### src/rtl/vhzPkg.sv
package vhzPkg;
  typedef struct packed {
    logic advance;  // accumulator steps on this edge
    logic loadCmd;  // command, slope and limit latched on this edge
    logic stage1;   // lane table lookup registers
    logic stage2;   // lane multiply/round output registers
  } vhzStrobes_t;
endpackage

### src/rtl/vhzCtrl.sv
module vhzCtrl import vhzPkg::*; #(
  parameter int SAMPLE_DIV = 4
) (
  input  logic        clk,
  input  logic        rstN,
  input  logic        wrapNext,
  input  logic        incZero,
  output vhzStrobes_t strobes,
  output logic        sampleValid
);
  localparam int CNT_W = (SAMPLE_DIV > 1) ? $clog2(SAMPLE_DIV) : 1;
  localparam logic [CNT_W-1:0] CNT_LAST = CNT_W'(SAMPLE_DIV - 1);

  logic [CNT_W-1:0] divCnt;
  logic tick;
  logic s1Q, s2Q;

  assign tick = (divCnt == CNT_LAST);

  always_ff @(posedge clk or negedge rstN) begin
    if (!rstN) begin
      divCnt      <= '0;
      s1Q         <= 1'b0;
      s2Q         <= 1'b0;
      sampleValid <= 1'b0;
    end else begin
      divCnt      <= tick ? '0 : divCnt + 1'b1;
      s1Q         <= tick;
      s2Q         <= s1Q;
      sampleValid <= s2Q;
    end
  end

  always_comb begin
    strobes.advance = tick;
    strobes.loadCmd = tick & (wrapNext | incZero);
    strobes.stage1  = s1Q;
    strobes.stage2  = s2Q;
  end
endmodule

### src/rtl/vhzSineLane.sv
module vhzSineLane import vhzPkg::*; #(
  parameter int ACC_W  = 24,
  parameter int LUT_AW = 8,
  parameter int TBL_W  = 16,
  parameter int AMP_W  = 15
) (
  input  logic                    clk,
  input  logic                    rstN,
  input  vhzStrobes_t             strobes,
  input  logic [ACC_W-1:0]        phase,
  input  logic [AMP_W-1:0]        amp,
  output logic signed [AMP_W:0]   sampleOut
);
  localparam int LUT_N  = 1 << LUT_AW;
  localparam int PROD_W = TBL_W + AMP_W + 1;
  localparam logic [PROD_W-1:0] HALF_LSB = PROD_W'(1) << (TBL_W - 1);

  function automatic logic [TBL_W-1:0] quarterPoint(input int i);
    real ang;
    real val;
    ang = 1.5707963267948966 * (real'(i) + 0.5) / real'(LUT_N);
    val = $sin(ang) * real'((1 << TBL_W) - 1);
    return TBL_W'($rtoi(val + 0.5));
  endfunction

  logic [TBL_W-1:0] lut [LUT_N];
  for (genvar i = 0; i < LUT_N; i++) begin : g_lut
    localparam logic [TBL_W-1:0] POINT = quarterPoint(i);
    assign lut[i] = POINT;
  end

  logic [LUT_AW+1:0] phaseTop;
  logic [LUT_AW-1:0] addr;
  logic [TBL_W-1:0]  magQ;
  logic              negQ;
  logic [PROD_W-1:0] scaled;
  logic [AMP_W-1:0]  rounded;

  assign phaseTop = (LUT_AW+2)'(phase >> (ACC_W - LUT_AW - 2));
  // odd quadrants read the table backwards; lower half-turn is negative
  assign addr     = phaseTop[LUT_AW] ? ~phaseTop[LUT_AW-1:0] : phaseTop[LUT_AW-1:0];
  assign scaled   = PROD_W'(magQ) * PROD_W'(amp) + HALF_LSB;
  assign rounded  = AMP_W'(scaled >> TBL_W);

  always_ff @(posedge clk or negedge rstN) begin
    if (!rstN) begin
      magQ      <= '0;
      negQ      <= 1'b0;
      sampleOut <= '0;
    end else begin
      if (strobes.stage1) begin
        magQ <= lut[addr];
        negQ <= phaseTop[LUT_AW+1];
      end
      if (strobes.stage2) begin
        sampleOut <= negQ ? -$signed({1'b0, rounded}) : $signed({1'b0, rounded});
      end
    end
  end
endmodule

### src/rtl/vhzDatapath.sv
module vhzDatapath import vhzPkg::*; #(
  parameter int ACC_W      = 24,
  parameter int FREQ_W     = 16,
  parameter int RATIO_W    = 16,
  parameter int RATIO_FRAC = 16,
  parameter int AMP_W      = 15,
  parameter int LUT_AW     = 8,
  parameter int TBL_W      = 16
) (
  input  logic                   clk,
  input  logic                   rstN,
  input  vhzStrobes_t            strobes,
  input  logic [FREQ_W-1:0]      freqCmd,
  input  logic [RATIO_W-1:0]     vfRatio,
  input  logic [AMP_W-1:0]       ampLimit,
  output logic                   wrapNext,
  output logic                   incZero,
  output logic [FREQ_W-1:0]      incActive,
  output logic [AMP_W-1:0]       ampActive,
  output logic signed [AMP_W:0]  laneOut [3]
);
  localparam int PROD_W = FREQ_W + RATIO_W;
  localparam int SC_W   = PROD_W - RATIO_FRAC;
  localparam int CMP_W  = (SC_W > AMP_W) ? SC_W : AMP_W;
  localparam longint FULL_TURN = longint'(1) << ACC_W;

  logic [ACC_W-1:0]  acc;
  logic [ACC_W:0]    accSum;
  logic [PROD_W-1:0] volts;
  logic [CMP_W-1:0]  scaledAmp;
  logic [AMP_W-1:0]  ampTarget;

  assign accSum    = {1'b0, acc} + (ACC_W+1)'(incActive);
  assign wrapNext  = accSum[ACC_W];
  assign incZero   = (incActive == '0);
  assign volts     = PROD_W'(freqCmd) * PROD_W'(vfRatio);
  assign scaledAmp = CMP_W'(volts >> RATIO_FRAC);
  assign ampTarget = (scaledAmp > CMP_W'(ampLimit)) ? ampLimit : AMP_W'(scaledAmp);

  always_ff @(posedge clk or negedge rstN) begin
    if (!rstN) begin
      acc       <= '0;
      incActive <= '0;
      ampActive <= '0;
    end else begin
      if (strobes.advance) acc <= accSum[ACC_W-1:0];
      if (strobes.loadCmd) begin
        incActive <= freqCmd;
        ampActive <= ampTarget;
      end
    end
  end

  for (genvar g = 0; g < 3; g++) begin : g_lane
    localparam logic [ACC_W-1:0] OFFSET = ACC_W'((longint'(g) * FULL_TURN + 1) / 3);
    logic [ACC_W-1:0] lanePhase;
    assign lanePhase = acc - OFFSET;
    vhzSineLane #(
      .ACC_W(ACC_W), .LUT_AW(LUT_AW), .TBL_W(TBL_W), .AMP_W(AMP_W)
    ) u_lane (
      .clk(clk), .rstN(rstN), .strobes(strobes),
      .phase(lanePhase), .amp(ampActive), .sampleOut(laneOut[g])
    );
  end
endmodule

### src/rtl/vhzSineRef.sv
module vhzSineRef import vhzPkg::*; #(
  parameter int ACC_W      = 24,
  parameter int FREQ_W     = 16,
  parameter int RATIO_W    = 16,
  parameter int RATIO_FRAC = 16,
  parameter int AMP_W      = 15,
  parameter int LUT_AW     = 8,
  parameter int TBL_W      = 16,
  parameter int SAMPLE_DIV = 4
) (
  input  logic                  clk,
  input  logic                  rstN,
  input  logic [FREQ_W-1:0]     freqCmd,
  input  logic [RATIO_W-1:0]    vfRatio,
  input  logic [AMP_W-1:0]      ampLimit,
  output logic signed [AMP_W:0] phaseA,
  output logic signed [AMP_W:0] phaseB,
  output logic signed [AMP_W:0] phaseC,
  output logic                  sampleValid
);
  vhzStrobes_t strobes;
  logic wrapNext, incZero, loadCmd;
  logic [FREQ_W-1:0] incActive;
  logic [AMP_W-1:0]  ampActive;
  logic signed [AMP_W:0] laneOut [3];

  assign loadCmd = strobes.loadCmd;

  vhzCtrl #(.SAMPLE_DIV(SAMPLE_DIV)) u_ctrl (
    .clk(clk), .rstN(rstN), .wrapNext(wrapNext), .incZero(incZero),
    .strobes(strobes), .sampleValid(sampleValid)
  );

  vhzDatapath #(
    .ACC_W(ACC_W), .FREQ_W(FREQ_W), .RATIO_W(RATIO_W), .RATIO_FRAC(RATIO_FRAC),
    .AMP_W(AMP_W), .LUT_AW(LUT_AW), .TBL_W(TBL_W)
  ) u_dp (
    .clk(clk), .rstN(rstN), .strobes(strobes),
    .freqCmd(freqCmd), .vfRatio(vfRatio), .ampLimit(ampLimit),
    .wrapNext(wrapNext), .incZero(incZero),
    .incActive(incActive), .ampActive(ampActive), .laneOut(laneOut)
  );

  assign phaseA = laneOut[0];
  assign phaseB = laneOut[1];
  assign phaseC = laneOut[2];
endmodule

### config.mk
export PLATFORM = sky130hd
export DESIGN_NAME = vhzSineRef
export DESIGN_NICKNAME = d
export VERILOG_FILES = /design/src/rtl/vhzPkg.sv /design/src/rtl/vhzCtrl.sv /design/src/rtl/vhzSineLane.sv /design/src/rtl/vhzDatapath.sv /design/src/rtl/vhzSineRef.sv
export SDC_FILE = /design/constraint.sdc
export NUM_CORES = 2
export LEC_CHECK = 0
export ABC_AREA = 0
export CORE_UTILIZATION = 55
export DETAILED_ROUTE_END_ITERATION = 10
export GPL_TIMING_DRIVEN = 1
export PLACE_DENSITY_LB_ADDON = 0.1
export SYNTH_ARGS = -nofsm -noshare
export SYNTH_HDL_FRONTEND = slang
export SYNTH_SLANG_ARGS = --single-unit
### constraint.sdc
create_clock -name clk -period 8.25 [get_ports clk]
set_clock_uncertainty 0.15 [all_clocks]
set_input_delay 1.2375 -clock clk [delete_from_list [all_inputs] [get_ports clk]]
set_output_delay 1.2375 -clock clk [all_outputs]
set_load 0.02 [all_outputs]
* Word-level counts from Yosys, hierarchy flattened
Memory sizes are Yosys's and may differ from the RTL's. A register that Yosys moved wholly into a read port is not among the register bits.
Index checks and enable logic that the tools add are counted.
** Word-level totals
- Output and inout bits :: 49
- Register bits :: 111
- Memories kept :: 3
- Input port bits :: 49
- Memory bits (read-only) :: 12288
- Word-level logic and storage cells :: 52
** Memories
- (name not given) :: depth 256, bits a word 16, read ports 1, clocked after memory_dff 1, wr ports 0, RTL line vhzSineLane.sv:52 : magQ <= lut[addr];
- (name not given) :: depth 256, bits a word 16, read ports 1, clocked after memory_dff 1, wr ports 0, RTL line vhzSineLane.sv:52
- (name not given) :: depth 256, bits a word 16, read ports 1, clocked after memory_dff 1, wr ports 0, RTL line vhzSineLane.sv:52
** Operators by class
- Multipliers :: 4
- Reduce and logical (&&, ||, !) cells :: 4
- Muxes and demuxes :: 8
- Equal/unequal tests :: 1
- Magnitude comparators :: 1
- Bitwise operators :: 8
- $add $sub $neg :: 10
** Operators by type and width (count)
- 31-bit by 16-bit adder with 31-bit output (second input constant) :: 3
- 16-bit by 15-bit multiplier with 31-bit output :: 3
- 16-bit 2-to-1 mux :: 3
- 15-bit negation with 16-bit output :: 3
- 16-bit by 16-bit multiplier with 32-bit output :: 1
- 8-bit inverter with 9-bit output :: 3
- 24-bit by 16-bit adder with 25-bit output :: 1
- 8-bit 2-to-1 mux :: 3
- 8-bit inverter :: 3
- 24-bit by 23-bit subtractor with 24-bit output (second input constant) :: 1
- 24-bit subtractor (second input constant) :: 1
- 16-bit by 15-bit > comparator with 1-bit output :: 1
- 16-bit zero test :: 1
- 15-bit 2-to-1 mux :: 1
- 1-bit zero test :: 3
- 2-bit by 1-bit adder with 2-bit output (second input constant) :: 1
- 2-bit == test (second input constant) :: 1
- 2-bit 2-to-1 mux :: 1
- 1-bit AND :: 1
- 1-bit bitwise OR :: 1

* Longest topological paths before layout
- Depth in word-level cells :: 4
- Depth in mapped cells :: 34

* Hierarchy
From an unflattened synthesis, not the netlist that was laid out.
** Unflattened totals
- Cell total of the unflattened synthesis :: 7314
- Area, all modules :: 56143.8 µm²
** Modules (own cells, without submodules)
- vhzSineLane (u_dp.g_lane[2].u_lane) :: cells each 2010, area an instance 14721.6 µm², times used 1, sequential area each 825.8 µm²
- vhzSineLane (u_dp.g_lane[0].u_lane) :: cells each 1949, area an instance 14467.6 µm², times used 1, sequential area each 825.8 µm²
- vhzSineLane (u_dp.g_lane[1].u_lane) :: cells each 1946, area an instance 14437.6 µm², times used 1, sequential area each 825.8 µm²
- vhzDatapath :: cells each 1398, area an instance 12345.6 µm², times used 1, sequential area each 1376.3 µm²
- vhzCtrl :: cells each 11, area an instance 171.4 µm², times used 1, sequential area each 125.1 µm²

* Worst setup path after synthesis
No wires, ideal clock.
- Path kind :: in2reg
- Start :: input vfRatio[1]
- End :: register u_dp.ampActive[10]
- Arrival :: 8.571 ns
- Cell stages on the path :: 31
- Library setup time :: 0.135 ns
- Data required time :: 7.965 ns
- Path slack :: -0.605 ns
- Buffers on the path :: 2
- Path through :: clkbuf_1 > nand2_1 > fa_1 > fa_1 > fa_1 > inv_1 > fa_1 > fa_1 > inv_1 > fa_1 > inv_1 > ha_1 > a211oi_1 > o21ai_0 > a2111oi_0 > o31ai_1 > a31oi_1 > o21ai_0 > o21a_1 > nor2_1 > xnor2_1 > ha_1 > nand4_1 > o21ai_0 > a221oi_1 > o21bai_1 > a31oi_1 > o21ai_1 > buf_2 > mux2i_1 > o21ai_0
** On the way
- Cells in the longest elaborated chain, start to end :: 3
** RTL lines
- start, declared :: RTL line vhzSineRef.sv:14 : input logic [RATIO_W-1:0] vfRatio,
- 16-bit by 16-bit multiplier with 32-bit output (*) :: RTL line vhzDatapath.sv:36 : assign volts = PROD_W'(freqCmd) * PROD_W'(vfRatio);
- 16-bit by 15-bit > comparator with 1-bit output :: RTL line vhzDatapath.sv:38 : assign ampTarget = (scaledAmp > CMP_W'(ampLimit)) ? ampLimit : AMP_W'(scaledAmp);
- 15-bit 2-to-1 mux (*) :: RTL line vhzDatapath.sv:38
- end signal, assigned :: RTL line vhzDatapath.sv:49 : ampActive <= ampTarget;
- end, declared :: RTL line vhzDatapath.sv:19 : output logic [AMP_W-1:0] ampActive,
Mark *: on every way between the ends. The rest lies on a longest branch, timed or not.
A chain may end at the register's enable or synchronous reset.

* Worst setup path in the final report
- Start :: input freqCmd[5]
- End :: register u_dp.ampActive[0]
** On the way
- Cells in the longest elaborated chain, start to end :: 3
** RTL lines
- start, declared :: RTL line vhzSineRef.sv:13 : input logic [FREQ_W-1:0] freqCmd,
- 16-bit by 16-bit multiplier with 32-bit output (*) :: RTL line vhzDatapath.sv:36
- 16-bit by 15-bit > comparator with 1-bit output :: RTL line vhzDatapath.sv:38
- 15-bit 2-to-1 mux (*) :: RTL line vhzDatapath.sv:38
Marked as above.

==> qor.txt <==
WS Path Type = in2reg
Avg Cell Area, Syn = 7.769 sq um
antenna violations before repair = 7
Sequential Area = 4006 sq um
global-route wire length before repair = 315.8 mm
worst path arrival time = 8540 ps
CTS tree = done
fmax = 121.6 MHz
cells on worst reg2reg path = 27
CTS Buf Count = 17
drt wl/cell = 24.64 um
Multi-input gate area = 45750 sq um
global route overflow = 0
Setup-failing EPs final = 0
Reg2Reg Launch Point = u_dp.ampActive[0]
Critical Path Fanout Max = 8
FILL cells = 8932
largest net degree at the start of global routing = 82
synth unique cells = 109
GRT Total Usage = 40.10%
relative slew slack = 16.77%
Syn Nets = 8374
Final min period = 8222 ps
first-pass iteration count of the detailed router = 7
top_reg_cell synth = dfrtp_1
RSZ-0062 raised after global routing = yes
Hold/Removal Path Class = reg2reg
layout cell share with drive strength beyond 1 = 8.355%
sequential fraction of the synthesis area = 7.239%
startpoint types = primary input
Syn Std Cell Area = 54960 sq um
Rows = 115
Final period util = 99.67%
setup slack, reg-to-reg = 340 ps
crit path to = u_dp.ampActive[0]
Reg-to-Reg End = u_dp.g_lane[0].u_lane.sampleOut[12]
htree depth = 4
pin slew with the least headroom to its limit = 1217 ps
final hold viol count = 0
async set or reset register ratio after synthesis = 100.0%
die height = 318.1 um
DR vias/cell = 6.537
Longest Clk Path Bufs = 2
crit-path max cell delay = 520 ps
Die Width = 318.1 um
critical path depth in cells = 35
DRC = 0
hold buffer count at cts = 0
warnings from Yosys = 0
Layout Utilization = 60.03%
vias in the first global route = 53760
io pins = 98
routed vias = 54300
port bufs = 97
status = completed
global placement routability congestion = 1.056
initial DRC count = 6617
Nets = 8300
endpoint class of the critical path = flip-flop
Worst Path Required = 8560 ps
Worst Path Buf+Inv = 8
detailed placer's ending HPWL = 151.9 mm
Post-synth EDFFs = 0
area grow syn2layout = 7.799%
Total Wirelength = 204.6 mm
Max Cap Viol = 0
clk root buf = clkbuf_16
Seq cells post-synth = 159
Worst path slowest cell = fa_2
crit-path most repeated cell = fa_1
Core Area = 98710 sq um
die area = 101200 sq um
Worst-Skew Late Latency = 530 ps
crit-path leading delay family = adder cells
Mapped Cells = 7075
worst setup path start = freqCmd[5]
Routed Antenna Nets = 0
clock-pin slew on the worst setup and hold paths = 70 ps
Initial Util = 55.68%
Sink Count = 159
Final Slew Violations = 0
layout by cell type, fill, tap and decap left out, drive strengths merged, types with 47 or more instances in the layout:
cell and count:
xor2 47, fa 734, a211oi 98, xnor2 120, o211ai 108, dfrtp 159, and2 347, clkdlybuf4s50 69
nor2 387, nand2 1034, a21o 51, buf 342, nand3 135, ha 516, inv 974, a21oi 380
o21ai 363, o22ai 66, a221oi 47, o311ai 61, a31oi 92, nor3 135
worst min path at each step:
stage / startpoint / end / cells past startpoint
floorplan: u_ctrl.s2Q / u_ctrl.sampleValid / 0
global placement: u_ctrl.divCnt[0] / u_ctrl.divCnt[0] / 1
detailed placement: u_ctrl.divCnt[0] / u_ctrl.divCnt[0] / 1
CTS: u_ctrl.divCnt[0] / u_ctrl.divCnt[0] / 1
global route: u_ctrl.divCnt[0] / u_ctrl.divCnt[0] / 1
finish: u_ctrl.divCnt[0] / u_ctrl.divCnt[0] / 1
state kept, by name, indices dropped and copies added (netlist names):
signal	cells
u_dp.ampActive	15
u_ctrl.divCnt	2
u_ctrl.s2Q	1
u_ctrl.sampleValid	1
u_ctrl.s1Q	1
u_dp.g_lane.u_lane.magQ	48
u_dp.g_lane.u_lane.negQ	3
u_dp.incActive	16
u_dp.acc	24
u_dp.g_lane.u_lane.sampleOut	48
kinds of logic after synthesis:
logic type	after synthesis	synth area share, %
and+or+nand+nor	2240	18.69
adders and majority gates	1250	38.48
buffers and inverters	1495	10.49
xor gates and xnor gates	169	2.914
AOI/OAI and AO/OA	1685	20.65
DFF	159	7.239
muxes	77	1.534
worst register-to-register path, stage by stage, from the launching register on:
cell	delay, ps
dfrtp_2	800
buf_4	380
nand2_1	120
fa_1	540
inv_1	50
fa_1	520
inv_1	50
fa_1	490
inv_1	50
fa_1	520
inv_1	50
fa_1	470
inv_1	50
fa_1	360
ha_1	350
a21o_1	170
a21oi_1	130
nor2_1	50
a211o_1	330
a21oi_1	190
xor2_1	210
ha_1	230
inv_1	100
a211oi_1	390
nand3_1	210
o21ai_0	230
xor2_1	370
mux2_2	240
cell usage after synthesis, drive strengths merged (92+ instances only):
library cell / instances / share of area [%]
o211ai: 108 / 1.5
and2: 347 / 3.9
ha: 516 / 12
clkbuf: 383 / 2.6
nand3: 135 / 1.2
nor2: 387 / 2.7
buf: 141 / 1.2
inv: 965 / 6.6
o21ai: 363 / 3.3
fa: 734 / 27
dfrtp: 159 / 7.2
nand2: 1034 / 7.1
xnor2: 120 / 2.1
nor3: 135 / 1.3
a31oi: 92 / 1.0
a21oi: 380 / 3.5
a211oi: 98 / 1.4
final cells by class:
| class | instances | share of cell area [%] |
|---|---|---|
| antenna | 5 | 0.02112 |
| multi-input combinational | 5421 | 77.21 |
| inverter | 971 | 6.151 |
| sequential | 159 | 6.762 |
| clock buffer | 17 | 0.7180 |
| timing repair buffer | 431 | 6.122 |
| tap | 1287 | 2.718 |
| clock inverter | 15 | 0.2935 |
repair_timing:
action                                  CTS  global route
cloned                                    1             0
endpoints found under the setup margin   15            22
resized for setup                        88            93
setup buffers                            15            12
pin swaps                                12            38
hold endpoints to repair                  0             0
stage by stage:
step | std cells | TNS [ps] | cell area (sq um) | setup slack [ps] | hold slack (ps)
final | 8306 | 0 | 59250 | 27.55 | 281.1
after global routing | 8302 | -4891 | 59240 | -363.3 | 289.9
after CTS | 8291 | -102.2 | 59070 | -69.90 | 280.9
after detailed placement | 8243 | -18400 | 58230 | -1293 | 272.1
after global placement | 8243 | -13830 | 58230 | -1019 | 263.8
after floorplan | 7075 | -258.9 | 55070 | -29.69 | 201.9
metal layers:
metal	routed length (um)	global-route usage, %
met5	13	0
met4	10070	17.32
met3	23240	9.514
met2	89650	61.58
met1	81660	53.98
Power is not shown: default switching activity piles up to over one toggle a cycle in this logic, so the estimate is an artifact.
